===== src/rtl/fv_bus_decoder.sv =====
module fv_bus_decoder #(
  parameter int WIDTH    = 32,
  parameter int TS_W     = 3,
  parameter int INTERVAL = 16,
  parameter int EXCL_HI  = 16
) (
  input  logic             clk,
  input  logic             rst_n,
  input  logic             in_valid,
  input  logic [WIDTH-1:0] bus_word,
  input  logic             skip_dec,
  output logic             out_valid,
  output logic [WIDTH-1:0] out_data
);
  localparam int NENT  = WIDTH;
  localparam int IDX_W = $clog2(NENT);
  localparam int CNT_W = $clog2(INTERVAL + 1);

  logic [WIDTH-1:0]            prev_q;
  logic [CNT_W-1:0]            cnt_q;
  logic [NENT-1:0][WIDTH-1:0]  val_q, val_n;
  logic [NENT-1:0][TS_W-1:0]   ts_q, ts_n;
  logic [NENT-1:0]             ref_q, ref_n;

  logic [WIDTH-1:0] code;
  logic             is_zero, is_hot, is_raw, excluded, tick;
  logic [IDX_W-1:0] hit_idx, vic_idx;
  logic             vic_ok;
  logic [WIDTH-1:0] next_out;

  assign code     = bus_word ^ prev_q;
  assign is_zero  = (code == '0);
  assign is_hot   = $onehot(code) && !skip_dec;
  assign is_raw   = !is_zero && !is_hot;
  assign excluded = (code >= WIDTH'(1)) && (code <= WIDTH'(EXCL_HI));
  assign tick     = in_valid && (cnt_q == CNT_W'(INTERVAL - 1));

  always_comb begin
    hit_idx = '0;
    for (int i = 0; i < NENT; i++)
      if (code[i]) hit_idx = IDX_W'(i);
  end

  always_comb begin
    vic_idx = '0;
    vic_ok  = 1'b0;
    for (int i = NENT - 1; i >= 1; i--)
      if (!ref_q[i] && ts_q[i] == '0) begin
        vic_idx = IDX_W'(i);
        vic_ok  = 1'b1;
      end
  end

  assign next_out = is_zero ? out_data : (is_hot ? val_q[hit_idx] : code);

  always_comb begin
    val_n = val_q;
    ref_n = ref_q;
    ts_n  = ts_q;
    if (in_valid) begin
      if (is_hot && hit_idx != '0)
        ref_n[hit_idx] = 1'b1;
      if (is_raw && !excluded && vic_ok) begin
        val_n[vic_idx] = code;
        ref_n[vic_idx] = 1'b1;
        ts_n[vic_idx]  = '0;
      end
    end
    if (tick) begin
      for (int i = 0; i < NENT; i++)
        ts_n[i] = {ref_n[i], ts_n[i][TS_W-1:1]};
      ref_n = '0;
    end
    val_n[0] = '0;
    ref_n[0] = 1'b0;
  end

  always_ff @(posedge clk or negedge rst_n) begin
    if (!rst_n) begin
      prev_q    <= '0;
      cnt_q     <= '0;
      val_q     <= '0;
      ref_q     <= '0;
      ts_q      <= '0;
      out_valid <= 1'b0;
      out_data  <= '0;
    end else begin
      out_valid <= in_valid;
      val_q     <= val_n;
      ref_q     <= ref_n;
      ts_q      <= ts_n;
      if (in_valid) begin
        prev_q   <= bus_word;
        out_data <= next_out;
        cnt_q    <= tick ? '0 : cnt_q + CNT_W'(1);
      end
    end
  end
endmodule


===== config.mk =====
export PLATFORM = sky130hd
export DESIGN_NAME = fv_bus_decoder
export DESIGN_NICKNAME = d
export VERILOG_FILES = /design/src/rtl/fv_bus_decoder.sv
export SDC_FILE = /design/constraint.sdc
export NUM_CORES = 2
export LEC_CHECK = 0
export ABC_AREA = 1
export BUFFER_PORTS_ARGS = -buffer_cell sky130_fd_sc_hd__buf_2
export CAP_MARGIN = 20
export CELL_PAD_IN_SITES_DETAIL_PLACEMENT = 1
export CELL_PAD_IN_SITES_GLOBAL_PLACEMENT = 2
export CORE_MARGIN = 4
export CORE_UTILIZATION = 35
export CTS_BUF_LIST = sky130_fd_sc_hd__clkbuf_16
export DETAILED_ROUTE_END_ITERATION = 6
export MAX_ROUTING_LAYER = met4
export PLACE_DENSITY = 0.79
export SYNTH_ARGS = -nofsm -noshare
export SYNTH_HDL_FRONTEND = slang
export SYNTH_SLANG_ARGS = --single-unit

===== constraint.sdc =====
create_clock -name clk -period 6.4 [get_ports clk]
set_input_delay 0.96 -clock clk [delete_from_list [all_inputs] [get_ports clk]]
set_output_delay 0.96 -clock clk [all_outputs]
set_load 0.005 [all_outputs]

==> results.cfg <==
[final_layout]
drive_gt1_share_pct = 14.4
final_cells = 9197
stdcell_area_sq_um = 69400
final_core_util_pct = 44.3
nNetsFinal = 7082
area_growth_pct = 25.2

[sta]
fmax_mhz = 142
setup_tns_ns = -548.96
worst_clock_skew_ns = 0.0401
rsz0062_at_grt = true
slew_violations = 0
hold_viol_final = 0
fin_crit_sh_pct = 110
setup_viol_count_final = 1086
tightest_slew_ns = 1.24
slew_headroom_pct = 17.3
layout_setup_ws_ns = -0.639
fin_crit_ns = 7.04

[routing]
drt-pass1-iter-count = 6
m1WireLength_um = 104000
drtAntennaViolNets = 0
vias = 53059
met3_length_um = 21000
drc = 0
dr.max_layer_used = met4
wl_per_cell_um = 28.0
vias_per_cell = 5.77
drt_iter0_markers = 5504
drt_wl_total_um = 258000
route.met2.wl_um = 115000

[floorplan]
die_area_sq_um = 165000
core-area_sq_um = 157000
dieHeight_um = 406
ios = 69
rows = 145
die_w_um = 406
initial_utilization_pct = 35.4

[power]
internal-power_mw = 19.9
switching_share_pct = 41.1
p_switching_mw = 13.9
worst_ir_drop_vdd_uv = 629
pwr-share-comb_pct = 41.7
power_density_nw_per_um2 = 488
clock_power_share_pct = 23.5
seqPwrFrac_pct = 34.8
p_leak_nw = 32.1

[synthesis]
synth-compound-area-share_pct = 10.9
ys_async_sr_fraction_pct = 100
synthMuxAreaShare_pct = 0
synth_xor_area_share_pct = 0.501
yosys.area_share.simple_pct = 27.1
yosysSeqAreaShare_pct = 53.6
synth_top_area_share_pct = 53.6
yosys.cell_types.count = 39
ys_dominant_reg_cell = dfrtp_1
synth_top_family_by_area = simple AND/OR/NAND/NOR gates
synthTopCellsByCount = nand2_1, dfrtp_1, o21ai_0
syn_inst = 6946
ys_warn_count = 0
synth-seq-cells = 1186
synth_enable_flop_cells = 0
synth_fa_ha_area_share_pct = 1.07
ys_top_cells_by_area = dfrtp_1, nand2_1, o21ai_0
yosysMostFrequentCell = nand2_1
synth_top_area_cell = dfrtp_1
synth_nets = 7015
netlist_area_sq_um = 55400
synth.avg_cell_area_sq_um = 7.98

[critical_path]
crit_path_max_fanout = 6
path_common_cell = fa_1
cp.arrival_ns = 7.75
crit_type = flop to flop
rrSetupSlack_ns = -0.64
r2r_end = val_q[650]
r2r-start = prev_q[27]
crit_slowest_cell = fa_1
cp-startpoint = prev_q[27]
critPathMaxStageDelay_ns = 0.58
cp-start-kind = flop
worstRegToRegCells = 31
end_kind = flop
endpoint = val_q[650]
cp.required_ns = 7.11

[global_routing]
antenna_found_initial = 20
grt_pass1_wl_um = 356000
grt_pass1_vias = 52984
gr-total-overflow = 0
grt_max_degree = 168
grtUsageTotal_pct = 29.6

[clock_tree]
clock_sinks = 1186
insertion_delay_ns = 0.80
clock_path_buffers = 3
root_buffer = clkbuf_16
cts_max_level = 4
cts_tree = yes
numCtsBuffers = 139
clk_pin_slew_ns = 0.06

[placement]
port_buffers = 68
hpwlAfterDp_um = 126000
dp.cells = 8750
placed_area_sq_um = 59800
finalWeightedCongestion = 0.838

[status]
violations = setup timing
status = complete, but fails checks

[job]
maxCapViolCount = 0

[hold_path]
min_path_type = input pin to async pin
-- worst max-delay path, delay by kind of cell, from the launching register on --
kind                       cells  cell delay [ns]
AOI/OAI and AO/OA              2             0.13
adders and majority gates      8             3.92
buffers and inverters         13             1.21
DFF                            1             0.44
and+or+nand+nor                7             1.02
xor gates and xnor gates       1             0.19
-- power groups by stage --
| stage | sequential [mW] | combinational [mW] | clock [mW] |
|---|---|---|---|
| after CTS | 11.6 | 13.1 | 8.03 |
| after detailed placement | 11.7 | 11.5 | 0 |
| final | 11.8 | 14.1 | 7.95 |
| after global routing | 12.1 | 15.2 | 8.37 |
| after global placement | 11.6 | 11.1 | 0 |
| after floorplan | 11.3 | 6.93 | 0 |
-- worst min path at each step --
| stage | to | depth (start not counted) |
|---|---|---|
| finish | ts_q[24] | 1 |
| global route | ts_q[24] | 1 |
| CTS | ts_q[24] | 1 |
| detailed placement | out_data[24] | 2 |
| global placement | ts_q[33] | 2 |
| floorplan | ts_q[33] | 2 |
-- registers in the layout, indices dropped and copies added (netlist names) --
name and flops:
ref_q 31, val_q 992, prev_q 32, ts_q 93
cnt_q 5, out_valid 1, out_data 32
-- cell type report --
class / instances / area (sq um)
diodes: 18 / 45.0
clock buffers: 149 / 3730
clock inverters: 100 / 693
fillers: 18288 / 87400
inverters: 392 / 1520
multi-input cells: 4779 / 23600
flip-flops and latches: 1186 / 29700
well taps: 2058 / 2570
repair buffers: 515 / 7510
-- layer usage --
metal,up-vias,track usage (%)
met5,-,-
met4,0,13.1
met3,788,5.10
met2,2262,45.8
met1,27126,38.4
li1,22883,-
-- cells in the final DEF, fill, tap and decap left out, types with 10 or more instances in the layout --
| master | netlist | routed |
|---|---|---|
| o21ai_1 | 24 | 170 |
| buf_6 | 4 | 37 |
| buf_16 | 0 | 59 |
| fa_1 | 24 | 24 |
| nand2_1 | 1962 | 1824 |
| buf_12 | 0 | 129 |
| clkbuf_16 | 0 | 192 |
| nand2_4 | 2 | 32 |
| o21bai_1 | 35 | 33 |
| buf_4 | 9 | 170 |
| diode_2 | 0 | 18 |
| buf_2 | 67 | 67 |
| nand3_1 | 818 | 813 |
| inv_2 | 9 | 20 |
| nand4_1 | 232 | 232 |
| xnor2_2 | 2 | 22 |
| inv_1 | 382 | 391 |
| nor2_4 | 1 | 10 |
| o21ai_2 | 0 | 85 |
| nand2_8 | 0 | 25 |
| clkinv_2 | 0 | 21 |
| nor2_1 | 495 | 482 |
| a21oi_1 | 14 | 12 |
| dfrtp_1 | 1186 | 1181 |
| clkinv_1 | 1 | 38 |
| o211ai_1 | 17 | 17 |
| nand2_2 | 2 | 86 |
| o21ai_0 | 1075 | 841 |
-- metrics by stage --
stage | setup slack, ns | hold slack (ns) | power (mW)
floorplan | -0.534 | 0.441 | 18.3
global placement | -1.41 | 0.456 | 22.7
detailed placement | -1.51 | 0.462 | 23.3
CTS | -0.569 | 0.311 | 32.7
global route | -0.825 | 0.302 | 35.7
finish | -0.639 | 0.241 | 33.8
-- what timing repair did --
| item | 4_1_cts | 5_1_grt |
|---|---|---|
| cloned | 51 | 54 |
| gates resized for setup | 356 | 356 |
| endpoints found under the setup margin | 1086 | 1086 |
| endpoints found under the hold margin | 0 | 0 |
| setup buffers | 51 | 39 |
| hold buffers | 0 | 0 |
| pin swaps | 12 | 8 |
-- cell families (layout without fill, tap and decap cells) --
group                    after synthesis  count (layout)
AO/OA/AOI/OAI                       1174            1174
XOR/XNOR                              30              30
adder cells (fa/ha/maj)               33              33
buffers and inverters                982            1156
flip-flops                          1186            1186
other                                  0              18
AND/OR/NAND/NOR                     3541            3542
No activity file was read; power rests on OpenSTA's default activity.
